**config.mk**
```make
export PLATFORM = sky130hd
export DESIGN_NAME = sp_uart
export DESIGN_NICKNAME = d
export VERILOG_FILES = /design/src/rtl/sp_pkg.sv /design/src/rtl/sp_tx.sv /design/src/rtl/sp_rx.sv /design/src/rtl/sp_uart.sv
export SDC_FILE = /design/constraint.sdc
export NUM_CORES = 1
export LEC_CHECK = 0
export BUFFER_PORTS_ARGS = -buffer_cell sky130_fd_sc_hd__buf_2
export CAP_MARGIN = 10
export CORE_MARGIN = 8
export CORE_UTILIZATION = 50
export CTS_BUF_LIST = sky130_fd_sc_hd__clkbuf_16
export DETAILED_ROUTE_END_ITERATION = 6
export MAX_ROUTING_LAYER = met4
export PLACE_DENSITY = 0.79
export SLEW_MARGIN = 20
export SYNTH_ARGS = -nofsm -noshare
export SYNTH_HDL_FRONTEND = slang
export SYNTH_SLANG_ARGS = --single-unit
```
**constraint.sdc**
```tcl
create_clock -name clk -period 2.1 [get_ports clk]
set_clock_uncertainty 0.1 [all_clocks]
set_input_delay 0.105 -clock clk [delete_from_list [all_inputs] [get_ports clk]]
set_output_delay 0.105 -clock clk [all_outputs]
set_load 0.02 [all_outputs]
```
**src/rtl/sp_pkg.sv**
```systemverilog
package sp_pkg;
  localparam int BYTE_W = 8;

  localparam int CB_FMT9 = 7;
  localparam int CB_ONE  = 6;
  localparam int CB_FILT = 5;
  localparam int CB_RXEN = 4;
  localparam int CB_TX9  = 3;
  localparam int CB_RX9  = 2;
  localparam int CB_TXD  = 1;
  localparam int CB_RXD  = 0;

  typedef enum logic [1:0] {
    RX_IDLE,
    RX_START,
    RX_DATA,
    RX_STOP
  } rx_state_e;
endpackage

```
**src/rtl/sp_tx.sv**
```systemverilog
module sp_tx #(
  parameter int DATA_W = 8,
  parameter int OSR    = 16
) (
  input  logic              clk,
  input  logic              rst_n,
  input  logic              tick,
  input  logic              load,
  input  logic              fmt9,
  input  logic              bit9,
  input  logic [DATA_W-1:0] data,
  output logic              line,
  output logic              busy,
  output logic              stop_begin
);
  localparam int FRAME_W = DATA_W + 3;
  localparam int SUB_W   = $clog2(OSR);
  localparam int IDX_W   = $clog2(FRAME_W + 1);

  logic [FRAME_W-1:0] frame_q;
  logic [SUB_W-1:0]   sub_q;
  logic [IDX_W-1:0]   idx_q, len_q;

  always_ff @(posedge clk or negedge rst_n) begin
    if (!rst_n) begin
      frame_q    <= '1;
      sub_q      <= '0;
      idx_q      <= '0;
      len_q      <= '0;
      busy       <= 1'b0;
      stop_begin <= 1'b0;
    end else begin
      stop_begin <= 1'b0;
      if (!busy) begin
        if (load) begin
          frame_q <= fmt9 ? {1'b1, bit9, data, 1'b0} : {2'b11, data, 1'b0};
          len_q   <= fmt9 ? IDX_W'(FRAME_W) : IDX_W'(FRAME_W - 1);
          busy    <= 1'b1;
          sub_q   <= '0;
          idx_q   <= '0;
        end
      end else if (tick) begin
        if (sub_q == SUB_W'(OSR - 1)) begin
          sub_q   <= '0;
          frame_q <= {1'b1, frame_q[FRAME_W-1:1]};
          if (idx_q == len_q - IDX_W'(1)) begin
            busy  <= 1'b0;
            idx_q <= '0;
          end else begin
            idx_q <= idx_q + IDX_W'(1);
            if (idx_q + IDX_W'(1) == len_q - IDX_W'(1)) stop_begin <= 1'b1;
          end
        end else begin
          sub_q <= sub_q + SUB_W'(1);
        end
      end
    end
  end

  assign line = frame_q[0];
endmodule

```
**src/rtl/sp_rx.sv**
```systemverilog
module sp_rx
  import sp_pkg::*;
#(
  parameter int DATA_W = 8,
  parameter int OSR    = 16
) (
  input  logic              clk,
  input  logic              rst_n,
  input  logic              tick,
  input  logic              enable,
  input  logic              fmt9,
  input  logic              rx_in,
  output logic              done,
  output logic [DATA_W-1:0] data,
  output logic              bit9,
  output logic              stop_bit
);
  localparam int SUB_W = $clog2(OSR);
  localparam int CNT_W = $clog2(DATA_W + 2);
  localparam int HALF  = OSR / 2;

  rx_state_e        state_q;
  logic [SUB_W-1:0] sub_q;
  logic [CNT_W-1:0] cnt_q;
  logic [DATA_W:0]  sr_q;
  logic             s1_q, s2_q, armed_q;
  logic [CNT_W-1:0] nbits;

  assign nbits = fmt9 ? CNT_W'(DATA_W + 1) : CNT_W'(DATA_W);

  always_ff @(posedge clk or negedge rst_n) begin
    if (!rst_n) begin
      s1_q <= 1'b1;
      s2_q <= 1'b1;
    end else begin
      s1_q <= rx_in;
      s2_q <= s1_q;
    end
  end

  always_ff @(posedge clk or negedge rst_n) begin
    if (!rst_n) begin
      state_q  <= RX_IDLE;
      sub_q    <= '0;
      cnt_q    <= '0;
      sr_q     <= '0;
      armed_q  <= 1'b0;
      done     <= 1'b0;
      stop_bit <= 1'b1;
    end else begin
      done <= 1'b0;
      if (!enable) begin
        state_q <= RX_IDLE;
        sub_q   <= '0;
        armed_q <= 1'b0;
      end else if (tick) begin
        case (state_q)
          RX_IDLE: begin
            if (s2_q) armed_q <= 1'b1;
            else if (armed_q) begin
              state_q <= RX_START;
              sub_q   <= '0;
              armed_q <= 1'b0;
            end
          end
          RX_START: begin
            if (sub_q == SUB_W'(HALF - 1)) begin
              sub_q   <= '0;
              cnt_q   <= '0;
              state_q <= s2_q ? RX_IDLE : RX_DATA;
            end else sub_q <= sub_q + SUB_W'(1);
          end
          RX_DATA: begin
            if (sub_q == SUB_W'(OSR - 1)) begin
              sub_q <= '0;
              sr_q  <= {s2_q, sr_q[DATA_W:1]};
              cnt_q <= cnt_q + CNT_W'(1);
              if (cnt_q == nbits - CNT_W'(1)) state_q <= RX_STOP;
            end else sub_q <= sub_q + SUB_W'(1);
          end
          default: begin
            if (sub_q == SUB_W'(OSR - 1)) begin
              sub_q    <= '0;
              stop_bit <= s2_q;
              done     <= 1'b1;
              state_q  <= RX_IDLE;
            end else sub_q <= sub_q + SUB_W'(1);
          end
        endcase
      end
    end
  end

  assign data = fmt9 ? sr_q[DATA_W-1:0] : sr_q[DATA_W:1];
  assign bit9 = sr_q[DATA_W];
endmodule

```
**src/rtl/sp_uart.sv**
```systemverilog
module sp_uart
  import sp_pkg::*;
#(
  parameter int OSR = 16
) (
  input  logic              clk,
  input  logic              rst_n,
  input  logic              tick_os,
  input  logic              bus_wr,
  input  logic              bus_addr,
  input  logic [BYTE_W-1:0] bus_wdata,
  output logic [BYTE_W-1:0] bus_rdata,
  input  logic              rx_line,
  output logic              tx_line,
  output logic              irq
);
  logic              fmt9_q, filt_q, ren_q, tb9_q, rb9_q, ti_q, ri_q;
  logic [BYTE_W-1:0] rxbuf_q;
  logic              tx_busy, tx_stop_begin;
  logic              rx_done, rx_bit9, rx_stop;
  logic [BYTE_W-1:0] rx_data;
  logic              accept, ctrl_wr;

  sp_tx #(.DATA_W(BYTE_W), .OSR(OSR)) tx_i (
    .clk(clk), .rst_n(rst_n), .tick(tick_os),
    .load(bus_wr && bus_addr), .fmt9(fmt9_q), .bit9(tb9_q),
    .data(bus_wdata), .line(tx_line), .busy(tx_busy),
    .stop_begin(tx_stop_begin)
  );

  sp_rx #(.DATA_W(BYTE_W), .OSR(OSR)) rx_i (
    .clk(clk), .rst_n(rst_n), .tick(tick_os), .enable(ren_q),
    .fmt9(fmt9_q), .rx_in(rx_line), .done(rx_done), .data(rx_data),
    .bit9(rx_bit9), .stop_bit(rx_stop)
  );

  assign ctrl_wr = bus_wr && !bus_addr;
  assign accept  = rx_done && (!filt_q || (fmt9_q ? rx_bit9 : rx_stop));

  always_ff @(posedge clk or negedge rst_n) begin
    if (!rst_n) begin
      fmt9_q  <= 1'b0;
      filt_q  <= 1'b0;
      ren_q   <= 1'b0;
      tb9_q   <= 1'b0;
      rb9_q   <= 1'b0;
      ti_q    <= 1'b0;
      ri_q    <= 1'b0;
      rxbuf_q <= '0;
    end else begin
      if (ctrl_wr) begin
        fmt9_q <= bus_wdata[CB_FMT9];
        filt_q <= bus_wdata[CB_FILT];
        ren_q  <= bus_wdata[CB_RXEN];
        tb9_q  <= bus_wdata[CB_TX9];
        rb9_q  <= bus_wdata[CB_RX9];
        ti_q   <= bus_wdata[CB_TXD];
        ri_q   <= bus_wdata[CB_RXD];
      end
      if (accept) begin
        ri_q    <= 1'b1;
        rb9_q   <= fmt9_q ? rx_bit9 : rx_stop;
        rxbuf_q <= rx_data;
      end
      if (tx_stop_begin) ti_q <= 1'b1;
    end
  end

  always_comb begin
    if (bus_addr) bus_rdata = rxbuf_q;
    else bus_rdata = {fmt9_q, 1'b1, filt_q, ren_q, tb9_q, rb9_q, ti_q, ri_q};
  end

  assign irq = ti_q | ri_q;
endmodule

```
==> metrics.md, run 1 <==
| Metric | Value |
|---|---|
| Most frequent cells in the layout | `dfrtp_1 (48), nor2_1 (32), nand2_1 (26)` |
| Ys async rst share | `1.00` |
| Arr. time, crit path | `2.09 ns` |
| Pwr Density | `between 1000 and 1500 nW/µm²` |
| Clock sink total | `61` |
| Worst-skew pair later-pin latency | `0.32 ns` |
| Psw | `1.20 mW` |
| Count of state elements after synthesis | `61` |
| First-pass iteration count of the detailed router | `4` |
| Most crowded layer after global routing | `met2` |
| Ys flop type | `dfrtp_1` |
| Yosys cell types | `between 40 and 50` |
| Reg area | `1540 µm²` |
| Period utilization | `0.950` |
| Max-slew violations | `0` |
| FMAX | `501 MHz` |
| Crit Path Max Fanout | `6` |
| Initial DRC count | `103` |
| Nets | `353` |
| Warnings, synthesis | `0` |
| Peak VDD IR | `around 670 µV` |
| Most common cell after layout, fill and taps aside | `dfrtp_1` |
| Final worst setup slack | `0.106 ns` |
| Std cell rows | `28` |
| Global Route Usage Sum | `0.162` |
| Total Routed Length | `6270 µm` |
| Hold Crit Class | `primary input to register` |
| Multi-input logic area | `around 1400 µm²` |
| Max-cap violations | `0` |
| Crit Path Class | `register to register` |
| Post-route ant nets | `0` |
| Part of the power in registers | `0.429` |
| Worst-margin pin slew | `0.499 ns` |
| Grt met2 use | `0.251` |
| CP endpoint kind | `register` |
| Number of global-route vias before repair | `between 2000 and 2500` |
| Int Pwr | `2.65 mW` |
| Pre-CTS setup slack | `0.0662 ns` |
| WL/cell | `between 15 and 20 µm` |
| Fin. Hold Viols | `0` |
| Finished Layout Cells | `409` |
| First-pass GRT wire length | `between 10000 and 15000 µm` |
| DP HPWL | `4310 µm` |
| Drt drc | `0` |
| Starting Density | `0.516` |
| Required time worst endpoint | `~2.2 ns` |
| Syn_area_per_cell | `10.5 µm²` |
| Initial antenna violation count | `0` |
| Vias | `2242` |
| Sw Ratio | `0.311` |
| Slew headroom | `0.667` |
| WHS | `0.00963 ns` |
| Die Height | `94.2 µm` |
| Seq/Total Area, Yosys | `0.505` |
| TritonCTS buffer count | `9` |
| Root Buffer | `clkbuf_16` |
| Comb power frac | `0.242` |
| Final RePlAce weighted congestion | `0.884` |
| Reg clk slew, reported paths | `0.05 ns` |
| Chip width | `94.2 µm` |
| GR Util met3 | `0.0544` |
| Startpoint types | `register` |
| Dpl cells | `384` |
| Clock power share | `0.329` |
| Port Buffers | `23` |
| Share of layout cells above drive strength 1 | `0.272` |
| Fillers | `451` |
| H-tree depth | `3` |
| Cells after Synth | `290` |
| CTS tree | `yes` |
| Setup TNS | `0 ns` |
| Die Area | `8870 µm²` |
| Met1 usage | `0.188` |
| Post-CTS Setup Inserts | `0` |
| Syn Nets | `314` |
| Setup violations, final | `0` |
| Period minus WS final | `1.99 ns` |
| Status | `finished clean` |
| Post-synth EDFFs | `0` |
| Leak Pwr | `1.80 nW` |
| Grt ovf | `0` |
| Core Area | `5920 µm²` |
| I/O pin count | `24` |
| Max clock buf depth | `2` |
| Synthesis-to-finish area growth | `19.7%` |
| Number of diodes | `0` |
| DR vias/cell | `5.48` |
| Syn Std Cell Area | `3050 µm²` |
| Largest net degree at the start of global routing | `42` |
[Yosys cell counts (2+ instances only)]
library cell,number,area share
nand3_1,11,0.018
a21oi_1,19,0.031
dfrtp_1,48,0.39
a211o_1,4,0.011
nor3_1,4,0.0066
nand2_1,26,0.032
dfstp_2,13,0.11
buf_2,5,0.0082
and2_1,2,0.0041
nor2b_1,2,0.0041
o21ai_1,3,0.0049
o31ai_1,2,0.0049
mux2i_1,19,0.062
ha_1,10,0.041
a31oi_1,2,0.0041
nor2_1,32,0.039
nor4_1,2,0.0041
mux2_2,23,0.085
xnor2_1,6,0.017
clkbuf_1,4,0.0049
inv_1,11,0.014
nand2b_1,4,0.0082
xor2_1,5,0.014
o21ai_0,12,0.020
[layout make-up]
class                           instances  area share
Timing Repair Buffer                   39      0.0739
Sequential cell                        61       0.422
Clock buffer                            9      0.0616
Tap cell                               75      0.0257
Clock inverter                          7     0.00924
Multi-Input combinational cell        207       0.396
Inverter                               11      0.0113
[cells by family (layout without fill, tap and decap cells)]
family | Yosys count | after routing | share of synthesized area
buf+inv | 22 | 66 | 0.0303
xor+xnor | 11 | 11 | 0.0315
mux | 42 | 42 | 0.147
fa+ha+maj | 10 | 10 | 0.0410
compound gates | 54 | 54 | 0.109
simple gates | 90 | 90 | 0.136
flops | 61 | 61 | 0.505
[worst max-delay path, cell delays in order (launching register included)]
cell and delay (ns):
dfrtp_1 0.42, inv_1 0.12, ha_2 0.27, xor2_2 0.18, a31oi_2 0.15, a211o_1 0.32, a211o_1 0.31
[timing repair]
item	4_1_cts	5_1_grt
hold endpoints to repair	30	0
gates resized for setup	0	6
setup endpoints to repair	0	2
hold buffers	9	0
[metal layers]
| metal | up-vias | wire, µm | part of all wire |
|---|---|---|---|
| li1 | 1093 | - | - |
| met1 | 1092 | 2740 | 0.44 |
| met2 | 46 | 3140 | 0.50 |
| met3 | 11 | 276 | 0.044 |
| met4 | 0 | 114 | 0.018 |
| met5 | - | 0 | 0 |
[power groups by stage]
stage | registers, mW | logic (mW) | clock network, mW
floorplan | 1.61 | 0.695 | 0
global placement | 1.65 | 0.844 | 0
detailed placement | 1.67 | 0.884 | 0
CTS | 1.65 | 0.908 | 1.29
global route | 1.69 | 1.06 | 1.35
finish | 1.65 | 0.933 | 1.27
[sequential cells by signal (all words and copies together) (netlist names), 2 cells and up]
signal and count:
rx_i.sub_q 4, tx_i.frame_q 10, tx_i.idx_q 4, rx_i.state_q 2, tx_i.len_q 2, tx_i.sub_q 4
rxbuf_q 8, rx_i.cnt_q 4, rx_i.sr_q 9
[final timing paths]
| check | slack [ns] | end | start | depth (start not counted) |
|---|---|---|---|---|
| setup reg to reg | 0.11 | rx_i.state_q[1]$_DFFE_PN0P_ | rx_i.state_q[1]$_DFFE_PN0P_ | 6 |
| hold / removal | 0.01 | tx_i.frame_q[3]$_DFFE_PN1P_ | bus_wdata[2] | 3 |
| hold reg to reg | 0.26 | rx_i.s2_q$_DFF_PN1_ | rx_i.s1_q$_DFF_PN1_ | 0 |
| setup / recovery | 0.11 | rx_i.state_q[1]$_DFFE_PN0P_ | rx_i.state_q[1]$_DFFE_PN0P_ | 6 |
| max in group asynchronous | 1.08 | rx_i.stop_bit$_DFFE_PN1P_ | rst_n | 3 |
| min in group asynchronous | 0.18 | tx_i.sub_q[1]$_DFFE_PN0P_ | rst_n | 2 |
[stage by stage]
step | area (µm²) | utilization | power [mW]
6_report | 3650 | 0.617 | 3.85
5_1_grt | 3650 | 0.617 | 4.10
4_1_cts | 3630 | 0.612 | 3.85
3_5_place_dp | 3280 | 0.553 | 2.55
3_3_place_gp | 3280 | 0.553 | 2.50
2_1_floorplan | 3050 | - | 2.31
Power figures use the tool's default switching activity.
==> inputs of run 2 (changes only) <==
--- a/config.mk
+++ b/config.mk
@@ -8,10 +8,11 @@
 export BUFFER_PORTS_ARGS = -buffer_cell sky130_fd_sc_hd__buf_2
 export CAP_MARGIN = 10
-export CORE_MARGIN = 8
-export CORE_UTILIZATION = 50
+export CELL_PAD_IN_SITES_DETAIL_PLACEMENT = 0
+export CELL_PAD_IN_SITES_GLOBAL_PLACEMENT = 1
+export CORE_UTILIZATION = 47
 export CTS_BUF_LIST = sky130_fd_sc_hd__clkbuf_16
 export DETAILED_ROUTE_END_ITERATION = 6
 export MAX_ROUTING_LAYER = met4
-export PLACE_DENSITY = 0.79
+export PLACE_DENSITY = 0.9
 export SLEW_MARGIN = 20
 export SYNTH_ARGS = -nofsm -noshare
==> constraint.sdc (replaced) <==
create_clock -name clk -period 2.1 [get_ports clk]
set_clock_uncertainty 0.1 [all_clocks]
set_input_delay 0 -clock clk [delete_from_list [all_inputs] [get_ports clk]]
set_output_delay 0 -clock clk [all_outputs]
set_load 0.02 [all_outputs]
==> metrics.md, run 2 (synthesis gave the netlist of run 1 again) <==
| Metric | Value |
|---|---|
| CP endpoint kind | `register` |
| Initial antenna violation count | `0` |
| H-tree depth | `3` |
| Sw Ratio | `0.306` |
| Grt ovf | `0` |
| Chip width | `82.6 µm` |
| Most common cell after layout, fill and taps aside | `dfrtp_1` |
| Max clock buf depth | `2` |
| Int Pwr | `2.64 mW` |
| Pwr Density | `1040 nW/µm²` |
| Placed cell areas | `3280 µm²` |
| Std cell rows | `29` |
| Required time worst endpoint | `2.20 ns` |
| Status | `finished clean` |
| FMAX | `approximately 500 MHz` |
| DP HPWL | `slightly above 4000 µm` |
| Design Area, Final | `3670 µm²` |
| Critical path origin | `rx_i.state_q[1]$_DFFE_PN0P_` |
| Max-slew violations | `0` |
| Core Area | `between 6000 and 7000 µm²` |
| Post-route ant nets | `0` |
| Worst-margin pin slew | `0.614 ns` |
| Post-CTS Setup Inserts | `0` |
| Reg clk slew, reported paths | `0.05 ns` |
| WHS | `between 0.03 and 0.04 ns` |
| Fin. Hold Viols | `0` |
| Psw | `1.17 mW` |
| Number of global-route vias before repair | `2044` |
| Peak VDD IR | `approximately 560 µV` |
| Hold Crit Class | `primary input to register` |
| Largest Register | `tx_i.frame_q` |
| Comb power frac | `0.242` |
| Global Route Usage Sum | `0.202` |
| Drt drc | `0` |
| Leak Pwr | `about 1.8 nW` |
| Initial DRC count | `121` |
| Worst reg2reg startpoint | `rx_i.state_q[1]$_DFFE_PN0P_` |
| Clock power share | `0.325` |
| Startpoint types | `register` |
| RSZ-0062 raised after global routing | `false` |
| Synthesis-to-finish area growth | `20.0%` |
| Crit Path Class | `register to register` |
| Root Buffer | `clkbuf_16` |
| Final worst setup slack | `about 0.097 ns` |
| Slew headroom | `0.591` |
| Setup violations, final | `0` |
| Number of diodes | `0` |
| Largest net degree at the start of global routing | `38` |
| Starting Density | `0.484` |
| Die Height | `82.6 µm` |
| Part of the power in registers | `0.432` |
| Crit Path Max Fanout | `6` |
| Max-cap violations | `0` |
| Share of layout cells above drive strength 1 | `0.255` |
| First-pass iteration count of the detailed router | `4` |
| Design Power | `between 3 and 4 mW` |
| WL/cell | `14.5 µm` |
| Most frequent cells in the layout | `dfrtp_1 (48), nor2_1 (32), nand2_1 (26)` |
| Worst-skew pair later-pin latency | `0.32 ns` |
| Hold wc startpoint | `bus_addr` |
| Final RePlAce weighted congestion | `0.824` |
| Top Registers | `tx_i.frame_q (10), rx_i.sr_q (9), rxbuf_q (8)` |
| Clock sink total | `61` |
| Period utilization | `0.954` |
| DR vias/cell | `5.32` |
| Port Buffers | `23` |
| TritonCTS buffer count | `9` |
| First-pass GRT wire length | `9630 µm` |
| Period minus WS final | `2.00 ns` |
| Max FFs per register | `10` |
| CTS tree | `yes` |
| Vias | `between 2000 and 2500` |
| Arr. time, crit path | `2.11 ns` |
| Nets | `roughly 360` |
| Die Area | `6820 µm²` |
| Setup TNS | `0 ns` |
| Pre-CTS setup slack | `0.0887 ns` |
| Fillers | `537` |
| I/O pin count | `24` |
| Total Routed Length | `between 6000 and 7000 µm` |
run 2: changes by cell type in the layout (fill, tap and decap cells not counted), sizes merged:
cell	before	now
clkinv	5	3
inv	12	15
clkinvlp	1	0
dlygate4sd3	9	12
run 2: critical path, stage by stage, from the launching register on:
cell	delay (ns)
dfrtp_1	0.42
inv_1	0.11
ha_2	0.25
xor2_1	0.21
a31oi_1	0.17
a211o_1	0.33
a211o_1	0.30
run 2: layer usage:
layer	GRT usage	vias up	part of all wire
met5	-	-	0
met4	0.107	0	0.023
met3	0.0505	12	0.039
met2	0.298	48	0.44
met1	0.256	1043	0.50
li1	-	1098	-
run 2: cell type report:
cell class,instances,area (µm²),share of cell area
repair buffers,42,300,0.0819
clock buffers,9,225,0.0614
well taps,77,96.3,0.0263
clock inverters,7,27.5,0.00751
flip-flops and latches,61,1540,0.421
inverters,11,41.3,0.0113
multi-input cells,207,1430,0.391
run 2: worst paths after layout:
kind / to / slack, ns / depth (start not counted)
min: tx_i.busy$_DFF_PN0_ / 0.03 / 3
min in group asynchronous: tx_i.idx_q[3]$_DFFE_PN0P_ / 0.13 / 2
min reg2reg: rx_i.s2_q$_DFF_PN1_ / 0.26 / 0
max in group asynchronous: rx_i.stop_bit$_DFFE_PN1P_ / 1.09 / 3
max reg2reg: rx_i.state_q[1]$_DFFE_PN0P_ / 0.1 / 6
max: rx_i.state_q[1]$_DFFE_PN0P_ / 0.1 / 6
run 2: through the flow:
stage	utilization	instances
after floorplan	-	290
after global placement	0.519	386
after detailed placement	0.519	386
after CTS	0.578	414
after global routing	0.581	414
final	0.581	414
run 2: timing repair:
action | 4_1_cts | 5_1_grt
endpoints found under the hold margin | 43 | 0
hold buffers | 12 | 0
gates resized for setup | 0 | 3
setup endpoints to repair | 0 | 2
run 2: power groups by stage:
stage | Sequential, mW | Combinational [mW] | Clock [mW]
floorplan | 1.61 | 0.695 | 0
global placement | 1.65 | 0.863 | 0
detailed placement | 1.66 | 0.887 | 0
CTS | 1.64 | 0.910 | 1.26
global route | 1.68 | 1.04 | 1.32
finish | 1.65 | 0.922 | 1.24
